### config.mk
export PLATFORM = sky130hd
export DESIGN_NAME = trig_veto_fwd
export DESIGN_NICKNAME = d
export VERILOG_FILES = /design/src/rtl/tvf_pkg.sv /design/src/rtl/tvf_sync.sv /design/src/rtl/tvf_gate.sv /design/src/rtl/tvf_stop_sched.sv /design/src/rtl/trig_veto_fwd.sv
export SDC_FILE = /design/constraint.sdc
export NUM_CORES = 1
export LEC_CHECK = 0
export BUFFER_PORTS_ARGS = -buffer_cell sky130_fd_sc_hd__buf_2
export CAP_MARGIN = 20
export CORE_MARGIN = 4
export CORE_UTILIZATION = 59
export DETAILED_ROUTE_END_ITERATION = 10
export GPL_ROUTABILITY_DRIVEN = 0
export MAX_ROUTING_LAYER = met4
export PLACE_DENSITY = 0.77
export SLEW_MARGIN = 10
export SYNTH_ARGS = -nofsm -noshare
export SYNTH_HDL_FRONTEND = slang
export SYNTH_SLANG_ARGS = --single-unit
export TNS_END_PERCENT = 20
### constraint.sdc
create_clock -name clk_i -period 5.2 [get_ports clk_i]
set_input_delay 0.52 -clock clk_i [delete_from_list [all_inputs] [get_ports clk_i]]
set_output_delay 0.52 -clock clk_i [all_outputs]
set_load 0.05 [all_outputs]
### src/rtl/tvf_pkg.sv
package tvf_pkg;
  // Bit positions inside the synchronized input vector
  localparam int TRIG_BIT = 1;
  localparam int BUSY_BIT = 0;
  localparam int IN_BITS  = 2;

  // Width of a down-counter that must hold values 0 .. n-1
  function automatic int cnt_w(input int n);
    return (n <= 2) ? 1 : $clog2(n);
  endfunction
endpackage

### src/rtl/tvf_sync.sv
module tvf_sync #(
  parameter int STAGES = 2,
  parameter int WIDTH  = 2
) (
  input  logic             clk_i,
  input  logic             rst_i,
  input  logic [WIDTH-1:0] d_i,
  output logic [WIDTH-1:0] q_o
);
  logic [WIDTH-1:0] stage_q [STAGES];

  for (genvar g = 0; g < STAGES; g++) begin : g_stage
    if (g == 0) begin : g_first
      always_ff @(posedge clk_i) begin
        if (rst_i) stage_q[g] <= '0;
        else       stage_q[g] <= d_i;
      end
    end else begin : g_next
      always_ff @(posedge clk_i) begin
        if (rst_i) stage_q[g] <= '0;
        else       stage_q[g] <= stage_q[g-1];
      end
    end
  end

  assign q_o = stage_q[STAGES-1];
endmodule

### src/rtl/tvf_gate.sv
module tvf_gate (
  input  logic clk_i,
  input  logic rst_i,
  input  logic trig_s_i,
  input  logic busy_s_i,
  output logic t0_o,
  output logic accept_o
);
  logic trig_q;
  logic veto_q;
  logic lead;

  assign lead     = trig_s_i & ~trig_q;
  // veto_q is always clear on a leading edge, so only busy decides here
  assign accept_o = lead & ~busy_s_i;

  always_ff @(posedge clk_i) begin
    if (rst_i) begin
      trig_q <= 1'b0;
      veto_q <= 1'b0;
      t0_o   <= 1'b0;
    end else begin
      trig_q <= trig_s_i;
      // once busy is seen inside a pulse, the rest of that pulse stays blocked
      veto_q <= trig_s_i ? (veto_q | busy_s_i) : 1'b0;
      t0_o   <= trig_s_i & ~veto_q & ~busy_s_i;
    end
  end
endmodule

### src/rtl/tvf_stop_sched.sv
module tvf_stop_sched #(
  parameter int STOP_DELAY = 300,
  parameter int WINDOW_LEN = 800,
  parameter int STOP_WIDTH = 5
) (
  input  logic clk_i,
  input  logic rst_i,
  input  logic accept_i,
  output logic cstop_o,
  output logic lstop_o
);
  import tvf_pkg::*;

  localparam int DW = cnt_w(STOP_DELAY);
  localparam int WW = cnt_w(WINDOW_LEN);
  localparam int SW = cnt_w(STOP_WIDTH);
  localparam logic [DW-1:0] DLY_LAST = DW'(STOP_DELAY - 1);
  localparam logic [WW-1:0] WIN_LAST = WW'(WINDOW_LEN - 1);
  localparam logic [SW-1:0] PLS_LAST = SW'(STOP_WIDTH - 1);

  logic          win_act;
  logic [WW-1:0] win_cnt;
  logic          dly_run;
  logic [DW-1:0] dly_cnt;
  logic [SW-1:0] pls_cnt;
  logic          win_free;
  logic          open;
  logic          fire;

  assign win_free = ~win_act | (win_cnt == '0);
  assign open     = accept_i & win_free;
  assign fire     = dly_run & (dly_cnt == '0);

  always_ff @(posedge clk_i) begin
    if (rst_i) begin
      win_act <= 1'b0;
      win_cnt <= '0;
      dly_run <= 1'b0;
      dly_cnt <= '0;
    end else if (open) begin
      win_act <= 1'b1;
      win_cnt <= WIN_LAST;
      dly_run <= 1'b1;
      dly_cnt <= DLY_LAST;
    end else begin
      if (win_act) begin
        if (win_cnt == '0) win_act <= 1'b0;
        else               win_cnt <= win_cnt - 1'b1;
      end
      if (dly_run) begin
        if (dly_cnt == '0) dly_run <= 1'b0;
        else               dly_cnt <= dly_cnt - 1'b1;
      end
    end
  end

  always_ff @(posedge clk_i) begin
    if (rst_i) begin
      cstop_o <= 1'b0;
      lstop_o <= 1'b0;
      pls_cnt <= '0;
    end else begin
      lstop_o <= fire;
      if (fire) begin
        cstop_o <= 1'b1;
        pls_cnt <= PLS_LAST;
      end else if (cstop_o) begin
        if (pls_cnt == '0) cstop_o <= 1'b0;
        else               pls_cnt <= pls_cnt - 1'b1;
      end
    end
  end
endmodule

### src/rtl/trig_veto_fwd.sv
module trig_veto_fwd #(
  parameter int SYNC_STAGES = 2,
  parameter int STOP_DELAY  = 300,
  parameter int WINDOW_LEN  = 800,
  parameter int STOP_WIDTH  = 5
) (
  input  logic clk_i,
  input  logic rst_i,
  input  logic trig_i,
  input  logic busy_i,
  output logic t0_o,
  output logic cstop_o,
  output logic lstop_o
);
  import tvf_pkg::*;

  logic [IN_BITS-1:0] raw;
  logic [IN_BITS-1:0] synced;
  logic               trig_s;
  logic               busy_s;
  logic               accept;

  assign raw[TRIG_BIT] = trig_i;
  assign raw[BUSY_BIT] = busy_i;
  assign trig_s = synced[TRIG_BIT];
  assign busy_s = synced[BUSY_BIT];

  tvf_sync #(.STAGES(SYNC_STAGES), .WIDTH(IN_BITS)) sync_i (
    .clk_i(clk_i), .rst_i(rst_i), .d_i(raw), .q_o(synced)
  );

  tvf_gate gate_i (
    .clk_i(clk_i), .rst_i(rst_i), .trig_s_i(trig_s), .busy_s_i(busy_s),
    .t0_o(t0_o), .accept_o(accept)
  );

  tvf_stop_sched #(
    .STOP_DELAY(STOP_DELAY), .WINDOW_LEN(WINDOW_LEN), .STOP_WIDTH(STOP_WIDTH)
  ) sched_i (
    .clk_i(clk_i), .rst_i(rst_i), .accept_i(accept),
    .cstop_o(cstop_o), .lstop_o(lstop_o)
  );
endmodule

==> results.py, run 1 <==
metrics = {
    "clock_tree": {
        "clock_tree_from_tritoncts": "built",
        "postCtsHoldBufs": 0,
        "cts_buffer_depth": 2,
        "clkTransAtPathRegs_ps": 100,
        "cts_setup_buffers": 0,
        "clockRootBuffer": "sky130_fd_sc_hd__clkbuf_4",
        "cts_buffers": 5,
        "clkLatencyLatePin_ps": 340,
        "cts_sinks": 33,
        "ctsResizeCount": 0,
        "htree_num_levels": 2,
    },
    "floorplan": {
        "row_count": 18,
        "design.die.area_um2": 3610,
        "initial_core_util": 0.635,
        "pin_count": 7,
        "die_w_um": 60.1,
        "die_height_um": 60.1,
        "core_region_area_um2": 2520,
    },
    "run": {
        "drv_cap": 0,
    },
    "routing": {
        "detailedRoute.firstPassIterationCount": 4,
        "remaining_drc_errors": 0,
        "antenna_violating_nets_post_route": 0,
        "wl_per_cell_um": 15.4,
        "drt-vias-per-instance": 6.22,
        "detailedRoute.firstIterationViolations": 77,
        "wl_um": 3120,
        "dr_total_vias": 1262,
    },
    "yosys": {
        "syn_nets": 173,
        "synth_edf_count": 0,
        "netlist.area_leader.share": 0.413,
        "synthesis.instances": 164,
        "synth.top_cells.by_area": "sky130_fd_sc_hd__dfxtp_1, sky130_fd_sc_hd__nor2_1, sky130_fd_sc_hd__ha_1, sky130_fd_sc_hd__a21oi_1, sky130_fd_sc_hd__inv_1",
        "synth_warnings": 0,
        "portion_of_the_post_synthesis_area_used_by_sequential_elements": 0.413,
        "synthFlopType": "sky130_fd_sc_hd__dfxtp_1",
        "postSynthRegisterBits": 33,
        "netlist-cell-type-count": 49,
        "syn_area_um2": 1600,
        "synth_top_area_cell": "sky130_fd_sc_hd__dfxtp_1",
        "mapped_avg_cell_area_um2": 9.77,
        "synth-async-reset-ratio": 0,
    },
    "placed_design": {
        "dp.final_hpwl_um": 2080,
        "io_buffers": 6,
        "placement.cell_area_um2": 1650,
    },
    "setup_path": {
        "cp_max_fo": 6,
        "cp_data_required_time_ps": 5470,
        "setup.reg_to_reg.worst_slack_ps": 3180,
        "critPathSlowestCell": "sky130_fd_sc_hd__or4b_4",
        "timing.critical_path.cells": "inv_1, ha_1, or4b_4, o21ai_2, mux2_2, a21oi_1",
        "worst_r2r_path_depth": 6,
        "worstReg2RegEnd": "sched_i.dly_cnt[1]$_SDFFE_PP0P_",
        "cp-end-kind": "flop",
        "timing.critical_path.slowest_cell_delay_ps": 550,
        "timing.critical_path.from_type": "flop",
        "reg2reg_from": "sched_i.dly_cnt[0]$_SDFFE_PP0P_",
        "crit_arrival_ps": 2280,
        "worstSetupPathType": "flop to flop",
    },
    "global_routing": {
        "globalRoute.totalOverflow": 0,
        "initial_antenna_violation_count": 0,
        "first_global_vias": 1264,
        "global_route_wire_length_before_repair_um": 5520,
        "grt.total_usage": 0.211,
        "maximum_number_of_pins_on_one_net_before_global_route_repair": 23,
    },
    "sta": {
        "fmaxAchievable_ghz": 0.496,
        "timing.final.max_slew_violations": 0,
        "max_slew_margin": 0.568,
        "hold_viol_final": 0,
        "transition_time_at_the_pin_with_the_least_slew_margin_ps": 644,
        "unrepaired_setup_endpoints_after_global_routing": "false",
        "fin_worst_skew_ps": 8.74,
        "finalSetupTns_ps": 0,
        "final_period_minus_worst_setup_slack_ps": 2020,
        "fin_crit_sh": 0.388,
        "timing.final.setup_violations": 0,
        "hold_slack_ps": 395,
    },
    "finish": {
        "area.growth.synth_to_final_pct": 7.27,
        "num-nets-final": 182,
        "post-route-cell-area_um2": 1720,
        "final_layout_size_suffix_gt1_frac": 0.208,
        "n_antenna_cell": 0,
    },
    "power": {
        "power.density_cell_area_nw_per_um2": 327,
        "total_leakage_power_nw": 0.654,
        "vdd_ir_drop_max_v": 0.000225,
    },
    "run_status": {
        "run_status": "complete, no violations",
    },
    "min_path": {
        "timing.hold.worst.start": "busy_i",
        "min_path_type": "input pin to flop",
        "holdPathStages": 2,
        "holdPathEnd": "sync_i.stage_q[0][0]$_SDFF_PP0_",
    },
}
[through the flow]
stage	cells	worst slack (ps)	util	power, mW
after floorplan	164	3370	-	0.362
after global placement	196	3270	0.652	0.376
after detailed placement	196	3220	0.652	0.381
after CTS	203	3190	0.681	0.562
after global routing	203	3040	0.681	0.592
final	203	3180	0.681	0.561
[sequential cells by signal, summed over array words and instances (netlist names)]
| register | cells |
|---|---|
| gate_i.t0_o | 1 |
| gate_i.trig_q | 1 |
| gate_i.veto_q | 1 |
| sched_i.cstop_o | 1 |
| sched_i.dly_cnt | 9 |
| sched_i.dly_run | 1 |
| sched_i.lstop_o | 1 |
| sched_i.pls_cnt | 3 |
| sched_i.win_act | 1 |
| sched_i.win_cnt | 10 |
| sync_i.stage_q | 4 |
[worst max-delay path by stage]
stage | from | end | slack, ps | depth (start not counted)
2_1_floorplan | sched_i.dly_cnt[0]$_SDFFE_PP0P_ | sched_i.dly_cnt[1]$_SDFFE_PP0P_ | 3370 | 6
3_3_place_gp | sched_i.dly_cnt[0]$_SDFFE_PP0P_ | sched_i.dly_cnt[1]$_SDFFE_PP0P_ | 3270 | 6
3_5_place_dp | sched_i.dly_cnt[0]$_SDFFE_PP0P_ | sched_i.dly_cnt[1]$_SDFFE_PP0P_ | 3220 | 6
4_1_cts | sched_i.dly_cnt[0]$_SDFFE_PP0P_ | sched_i.dly_cnt[1]$_SDFFE_PP0P_ | 3190 | 6
5_1_grt | sched_i.dly_cnt[0]$_SDFFE_PP0P_ | sched_i.dly_cnt[1]$_SDFFE_PP0P_ | 3040 | 6
6_report | sched_i.dly_cnt[0]$_SDFFE_PP0P_ | sched_i.dly_cnt[1]$_SDFFE_PP0P_ | 3180 | 6
[report_power, final]
part           switching [mW]  internal, mW
clock                  0.0865        0.0979
sequential             0.0180         0.266
combinational          0.0527        0.0401
[cell usage after synthesis (2+ instances only)]
cell and n:
sky130_fd_sc_hd__mux2_2 2, sky130_fd_sc_hd__o311ai_0 2, sky130_fd_sc_hd__o41ai_1 3, sky130_fd_sc_hd__a21oi_1 12, sky130_fd_sc_hd__nor3b_2 3, sky130_fd_sc_hd__nor2_1 18
sky130_fd_sc_hd__nor2b_1 4, sky130_fd_sc_hd__mux2i_1 2, sky130_fd_sc_hd__xor2_1 3, sky130_fd_sc_hd__a31oi_1 4, sky130_fd_sc_hd__a21oi_2 2, sky130_fd_sc_hd__xnor2_1 3
sky130_fd_sc_hd__or4b_4 2, sky130_fd_sc_hd__dfxtp_1 33, sky130_fd_sc_hd__nand2b_1 2, sky130_fd_sc_hd__o21ai_0 3, sky130_fd_sc_hd__or4_1 2, sky130_fd_sc_hd__nand2_1 6
sky130_fd_sc_hd__nor3_1 6, sky130_fd_sc_hd__clkbuf_1 2, sky130_fd_sc_hd__inv_1 11, sky130_fd_sc_hd__nand3_1 2, sky130_fd_sc_hd__a31o_2 3, sky130_fd_sc_hd__ha_1 5
sky130_fd_sc_hd__nand4b_1 2, sky130_fd_sc_hd__o31ai_1 2, sky130_fd_sc_hd__a211oi_1 3
[cell usage in the layout, fill, tap and decap left out, drive strengths merged, types with 3 or more instances in the layout]
cell	count
nor2b	4
nor2	18
nor3b	4
o41ai	4
a31o	3
nor3	6
xnor2	3
inv	11
a31oi	5
dfxtp	33
a211oi	3
clkbuf	5
buf	6
o21ai	5
ha	5
a21oi	14
or4b	4
nand2b	3
xor2	3
nand2	6
[worst max-delay path: cells and delay by family (launching register included)]
kind	cells	cell delay, ps
muxes	1	350
DFF	1	330
and+or+nand+nor	1	550
adders and majority gates	1	270
AOI/OAI and AO/OA	2	370
buffers and inverters	1	90
[metal layers]
metal,part of all wire,routed length (um),track usage,vias up
met5,0,0,-,-
met4,0.025,77,0.0886,0
met3,0.048,150,0.0583,11
met2,0.49,1530,0.350,30
met1,0.44,1370,0.237,600
li1,-,-,-,621
[cell type report]
class	instances	area [um^2]
clock buffer	5	37.5
tap	30	37.5
clock inverter	2	35.0
multi-input combinational	116	876
sequential	33	661
timing repair buffer	6	30.0
inverter	11	41.3
fill	208	805
[cells by family (layout without fill, tap and decap cells)]
family | Yosys count | count (layout) | share of synthesized area
xor+xnor | 6 | 6 | 0.0328
mux | 4 | 4 | 0.0266
compound gates | 41 | 41 | 0.198
buf+inv | 15 | 24 | 0.0406
flops | 33 | 33 | 0.412
simple gates | 60 | 60 | 0.251
fa+ha+maj | 5 | 5 | 0.0391
No activity file was read; power rests on OpenSTA's default activity.
==> inputs of run 2 (changes only) <==
==> constraint.sdc (replaced) <==
create_clock -name clk_i -period 1.9 [get_ports clk_i]
set_input_delay 0.19 -clock clk_i [delete_from_list [all_inputs] [get_ports clk_i]]
set_output_delay 0.19 -clock clk_i [all_outputs]
set_load 0.05 [all_outputs]
==> run 2 against run 1 <==
- wire length shrank 1.3%
- register-to-register slack lost 3100 ps
- global-route usage shrank 0.37 points
- setup slack lost 3100 ps
- via count grew 1.5%
- highest routed layer unchanged
- clock skew is essentially flat
- critical path type unchanged
- utilization grew 3.2 points
- combinational power grew to 2.9 times the previous value
==> results.py, run 2 (synthesis results as in run 1) <==
metrics = {
    "finish": {
        "area.growth.synth_to_final_pct": 12.3,
        "num-nets-final": 188,
        "final.fill_count": 201,
        "layout_common_cells": "sky130_fd_sc_hd__dfxtp_1, sky130_fd_sc_hd__nor2_1, sky130_fd_sc_hd__a21oi_1",
        "final_common_cell": "sky130_fd_sc_hd__dfxtp_1",
        "registers.top_by_ff_count": "sched_i.win_cnt",
        "multi_input_gate_area_in_the_final_layout_um2": 896,
        "final-seq-area_um2": 661,
        "final_layout_size_suffix_gt1_frac": 0.256,
        "n_antenna_cell": 0,
        "top_regs": "sched_i.win_cnt (10), sched_i.dly_cnt (9), sync_i.stage_q (4)",
        "largest_register_ffs": 10,
    },
    "floorplan": {
        "initial_core_util": 0.635,
        "die_w_um": 60.1,
        "core_region_area_um2": 2520,
        "pin_count": 7,
        "die_height_um": 60.1,
        "design.die.area_um2": 3610,
        "row_count": 18,
    },
    "sta": {
        "fin_worst_skew_ps": 8.59,
        "timing.final.max_slew_violations": 0,
        "max_slew_margin": 0.713,
        "fin_crit_sh": 0.953,
        "finalSetupTns_ps": 0,
        "final_period_minus_worst_setup_slack_ps": 1810,
        "timing.final.setup_violations": 0,
        "transition_time_at_the_pin_with_the_least_slew_margin_ps": 427,
        "unrepaired_setup_endpoints_after_global_routing": "false",
        "hold_viol_final": 0,
        "fmaxAchievable_ghz": 0.552,
        "hold_slack_ps": 43.2,
    },
    "setup_path": {
        "cpLargestDelayFamily": "simple AND/OR/NAND/NOR gates",
        "cp_max_fo": 5,
        "critPathSlowestCell": "sky130_fd_sc_hd__or4b_4",
        "cp_data_required_time_ps": 2180,
        "timing.critical_path.from_type": "flop",
        "timing.critical_path.slowest_cell_delay_ps": 510,
        "cp-end-kind": "flop",
        "worstSetupPathType": "flop to flop",
        "crit_arrival_ps": 2090,
        "timing.critical_path.cells": "inv_2, ha_2, or4b_4, o21ai_4, mux2_2, a21oi_2",
        "worst-path-buf-inv": 1,
    },
    "routing": {
        "detailedRoute.firstIterationViolations": 107,
        "drt-vias-per-instance": 6.10,
        "remaining_drc_errors": 0,
        "dr_total_vias": 1281,
        "wl_per_cell_um": 14.7,
        "wl_um": 3080,
        "detailedRoute.firstPassIterationCount": 4,
        "antenna_violating_nets_post_route": 0,
    },
    "global_routing": {
        "grt_util_met2": 0.336,
        "initial_antenna_violation_count": 0,
        "use_met1": 0.215,
        "global_route_wire_length_before_repair_um": 5310,
        "globalRoute.totalOverflow": 0,
        "grt.total_usage": 0.208,
        "global_route.usage.met3": 0.0670,
        "first_global_vias": 1262,
        "maximum_number_of_pins_on_one_net_before_global_route_repair": 23,
        "globalRoute.busiestLayer": "met2",
    },
    "run": {
        "drv_cap": 0,
    },
    "run_status": {
        "run_status": "complete, no violations",
    },
    "clock_tree": {
        "cts_setup_buffers": 0,
        "cts_sinks": 33,
        "clkLatencyLatePin_ps": 350,
        "postCtsHoldBufs": 0,
        "clkTransAtPathRegs_ps": 110,
        "cts_buffers": 5,
        "clockRootBuffer": "sky130_fd_sc_hd__clkbuf_4",
        "cts_buffer_depth": 2,
        "clock_tree_from_tritoncts": "built",
        "htree_num_levels": 2,
    },
    "placed_design": {
        "io_buffers": 6,
        "dp.final_hpwl_um": 2190,
    },
    "power": {
        "totalPowerFinal_mw": 1.61,
        "total_leakage_power_nw": 0.688,
        "power.density_cell_area_nw_per_um2": 894,
        "vdd_ir_drop_max_v": 0.000789,
    },
    "min_path": {
        "min_path_type": "input pin to flop",
    },
}
## run 2: path summary, 6_finish.rpt
| kind | start | to | slack (ps) | cells past startpoint |
|---|---|---|---|---|
| hold reg to reg | gate_i.veto_q$_SDFF_PP0_ | gate_i.t0_o$_SDFF_PP0_ | 450 | 1 |
| hold / removal | trig_i | sync_i.stage_q[0][1]$_SDFF_PP0_ | 40 | 2 |
| setup / recovery | sched_i.dly_cnt[0]$_SDFFE_PP0P_ | sched_i.dly_cnt[1]$_SDFFE_PP0P_ | 90 | 6 |
| setup reg to reg | sched_i.dly_cnt[0]$_SDFFE_PP0P_ | sched_i.dly_cnt[1]$_SDFFE_PP0P_ | 90 | 6 |
## run 2: what timing repair did
action | in CTS | in global routing
gates resized for setup | 0 | 6
endpoints found under the setup margin | 0 | 4
endpoints found under the hold margin | 0 | 0
## run 2: where the power goes
part	switching, mW	internal, mW
combinational	0.147	0.124
sequential	0.0502	0.729
clock	0.246	0.313
total	0.443	1.17
## run 2: layer usage
metal  wire length, um  vias to the layer above  part of all wire
met5                 0                        -                 0
met4               120                        0             0.039
met3               114                       18             0.037
met2              1540                       29              0.50
met1              1310                      603              0.42
li1                  -                      631                 -
## run 2: final cells by class
cell class,instances,area share
multi-input cells,116,0.498
inverters,11,0.0229
flip-flops and latches,33,0.367
clock inverters,2,0.0209
repair buffers,12,0.0417
clock buffers,6,0.0285
well taps,30,0.0209
## run 2: worst reg2reg max path: cells and delay by family, from the launching register on
| family | cells | cell delay (ps) |
|---|---|---|
| compound gates | 2 | 280 |
| fa+ha+maj | 1 | 180 |
| buf+inv | 1 | 80 |
| flops | 1 | 350 |
| mux | 1 | 360 |
| simple gates | 1 | 510 |
## run 2: per-stage QoR
step                      utilization  area, um^2  std cells  setup WS, ps
final                           0.713        1800        210          88.6
after global routing            0.713        1800        210          11.1
after CTS                       0.705        1780        210          50.1
after detailed placement        0.670        1690        202          79.8
after global placement          0.670        1690        202           150
after floorplan                     -        1600        164          70.3
==> inputs of run 3 (changes only) <==
--- a/config.mk
+++ b/config.mk
@@ -5,7 +5,7 @@
 export SDC_FILE = /design/constraint.sdc
 export NUM_CORES = 1
 export LEC_CHECK = 0
-export BUFFER_PORTS_ARGS = -buffer_cell sky130_fd_sc_hd__buf_2
+export BUFFER_PORTS_ARGS = -buffer_cell sky130_fd_sc_hd__buf_4
 export CAP_MARGIN = 20
 export CORE_MARGIN = 4
 export CORE_UTILIZATION = 59
==> run 3 against run 2 <==
- combinational power is essentially flat
- clock skew up 4.0 ps
- sequential cell count did not move
- sequential share of layout area is 0.23 points higher
- utilization decreased by 0.45 points
- die area unchanged
==> results.py, run 3 (synthesis results as in run 1) <==
metrics = {
    "routing": {
        "remaining_drc_errors": 0,
        "detailedRoute.firstPassIterationCount": 4,
        "detailedRoute.firstIterationViolations": 39,
        "wl_per_cell_um": 14.3,
        "dr_total_vias": 1248,
        "drt-vias-per-instance": 6.00,
        "wl_um": 2980,
        "antenna_violating_nets_post_route": 0,
    },
    "power": {
        "vdd_ir_drop_max_v": 0.000697,
        "totalPowerFinal_mw": 1.55,
        "total_leakage_power_nw": 0.683,
        "power.density_cell_area_nw_per_um2": 865,
    },
    "finish": {
        "post-route-cell-area_um2": 1790,
        "n_antenna_cell": 0,
        "multi_input_gate_area_in_the_final_layout_um2": 893,
        "top_regs": "sched_i.win_cnt (10), sched_i.dly_cnt (9), sync_i.stage_q (4)",
        "num-nets-final": 187,
        "final_layout_size_suffix_gt1_frac": 0.236,
        "final-seq-area_um2": 661,
        "registers.top_by_ff_count": "sched_i.win_cnt",
        "area.growth.synth_to_final_pct": 11.6,
        "final_common_cell": "sky130_fd_sc_hd__dfxtp_1",
        "layout_common_cells": "sky130_fd_sc_hd__dfxtp_1, sky130_fd_sc_hd__nor2_1, sky130_fd_sc_hd__inv_1, sky130_fd_sc_hd__a21oi_1, sky130_fd_sc_hd__buf_4",
        "final.fill_count": 205,
        "largest_register_ffs": 10,
    },
    "clock_tree": {
        "clkTransAtPathRegs_ps": 90,
        "htree_num_levels": 2,
        "postCtsHoldBufs": 0,
        "clkLatencyLatePin_ps": 340,
        "cts_buffers": 5,
        "cts_sinks": 33,
        "clockRootBuffer": "sky130_fd_sc_hd__clkbuf_4",
        "cts_setup_buffers": 0,
        "clock_tree_from_tritoncts": "built",
        "cts_buffer_depth": 2,
    },
    "run_status": {
        "run_status": "complete, no violations",
    },
    "sta": {
        "fmaxAchievable_ghz": 0.547,
        "fin_crit_sh": 0.961,
        "final_period_minus_worst_setup_slack_ps": 1830,
        "max_slew_margin": 0.711,
        "unrepaired_setup_endpoints_after_global_routing": "true",
        "fin_worst_skew_ps": 12.6,
        "hold_viol_final": 0,
        "transition_time_at_the_pin_with_the_least_slew_margin_ps": 431,
        "hold_slack_ps": 59.2,
        "timing.final.setup_violations": 0,
        "finalSetupTns_ps": 0,
        "timing.final.max_slew_violations": 0,
    },
    "floorplan": {
        "die_w_um": 60.1,
        "die_height_um": 60.1,
        "initial_core_util": 0.635,
        "design.die.area_um2": 3610,
        "core_region_area_um2": 2520,
        "pin_count": 7,
        "row_count": 18,
    },
    "setup_path": {
        "worstSetupPathType": "flop to flop",
        "crit_arrival_ps": 2100,
        "cp_data_required_time_ps": 2170,
        "timing.critical_path.from_type": "flop",
        "cp-end-kind": "flop",
        "cp_max_fo": 5,
    },
    "run": {
        "drv_cap": 0,
    },
    "global_routing": {
        "initial_antenna_violation_count": 0,
        "globalRoute.totalOverflow": 0,
        "maximum_number_of_pins_on_one_net_before_global_route_repair": 23,
        "global_route_wire_length_before_repair_um": 5050,
        "first_global_vias": 1201,
        "grt.total_usage": 0.196,
    },
    "placed_design": {
        "io_buffers": 6,
        "dp.final_hpwl_um": 2100,
        "placement.cell_area_um2": 1700,
    },
    "min_path": {
        "min_path_type": "input pin to flop",
    },
}
run 3: cell count changes in the layout (fill, tap and decap cells not counted):
cell,change
sky130_fd_sc_hd__clkinvlp_4,-1
sky130_fd_sc_hd__buf_4,+5
sky130_fd_sc_hd__ha_1,+1
sky130_fd_sc_hd__clkbuf_8,-1
sky130_fd_sc_hd__clkinv_2,+1
sky130_fd_sc_hd__inv_2,-1
sky130_fd_sc_hd__ha_2,-1
sky130_fd_sc_hd__buf_2,-6
sky130_fd_sc_hd__inv_1,+1
run 3: metal layers:
metal  wire length (um)  global-route usage  up-vias
met4                 54              0.0854        0
li1                   -                   -      629
met1               1310               0.209      598
met2               1500               0.326       15
met5                  0                   -        -
met3                111              0.0670        6
run 3: cell type report:
| type | instances | area share |
|---|---|---|
| Multi-Input combinational cell | 116 | 0.500 |
| Sequential cell | 33 | 0.369 |
| Timing Repair Buffer | 11 | 0.0462 |
| Inverter | 11 | 0.0231 |
| Clock buffer | 5 | 0.0210 |
| Tap cell | 30 | 0.0210 |
| Clock inverter | 2 | 0.0196 |
run 3: repair_timing:
action                     4_1_cts  5_1_grt
resized for setup                0        4
hold endpoints to repair         0        0
setup endpoints to repair        0        6
run 3: report_power, final:
group	internal, mW	leakage [nW]	switching, mW
registers	0.729	0.269	0.0489
logic	0.125	0.374	0.148
clock network	0.268	0.0410	0.228
run 3: critical path, cell delays in order, from the launching register on:
cell                      delay, ps
sky130_fd_sc_hd__dfxtp_1        330
sky130_fd_sc_hd__inv_1           90
sky130_fd_sc_hd__ha_1           170
sky130_fd_sc_hd__or4b_4         520
sky130_fd_sc_hd__o21ai_4        180
sky130_fd_sc_hd__mux2_2         360
sky130_fd_sc_hd__a21oi_2        130
run 3: worst paths after layout:
check / startpoint / end / slack [ps] / cells after the start
max: sched_i.dly_cnt[0]$_SDFFE_PP0P_ / sched_i.dly_cnt[1]$_SDFFE_PP0P_ / 70 / 6
min: trig_i / sync_i.stage_q[0][1]$_SDFF_PP0_ / 60 / 2
max reg2reg: sched_i.dly_cnt[0]$_SDFFE_PP0P_ / sched_i.dly_cnt[1]$_SDFFE_PP0P_ / 70 / 6
min reg2reg: gate_i.veto_q$_SDFF_PP0_ / gate_i.t0_o$_SDFF_PP0_ / 430 / 1
run 3: metrics by stage:
stage / cells / setup slack (ps) / utilization
2_1_floorplan: 164 / 70.3 / -
3_3_place_gp: 201 / 131 / 0.673
3_5_place_dp: 201 / 47.4 / 0.673
4_1_cts: 208 / 15.3 / 0.702
5_1_grt: 208 / -12.1 / 0.709
6_report: 208 / 73.3 / 0.709
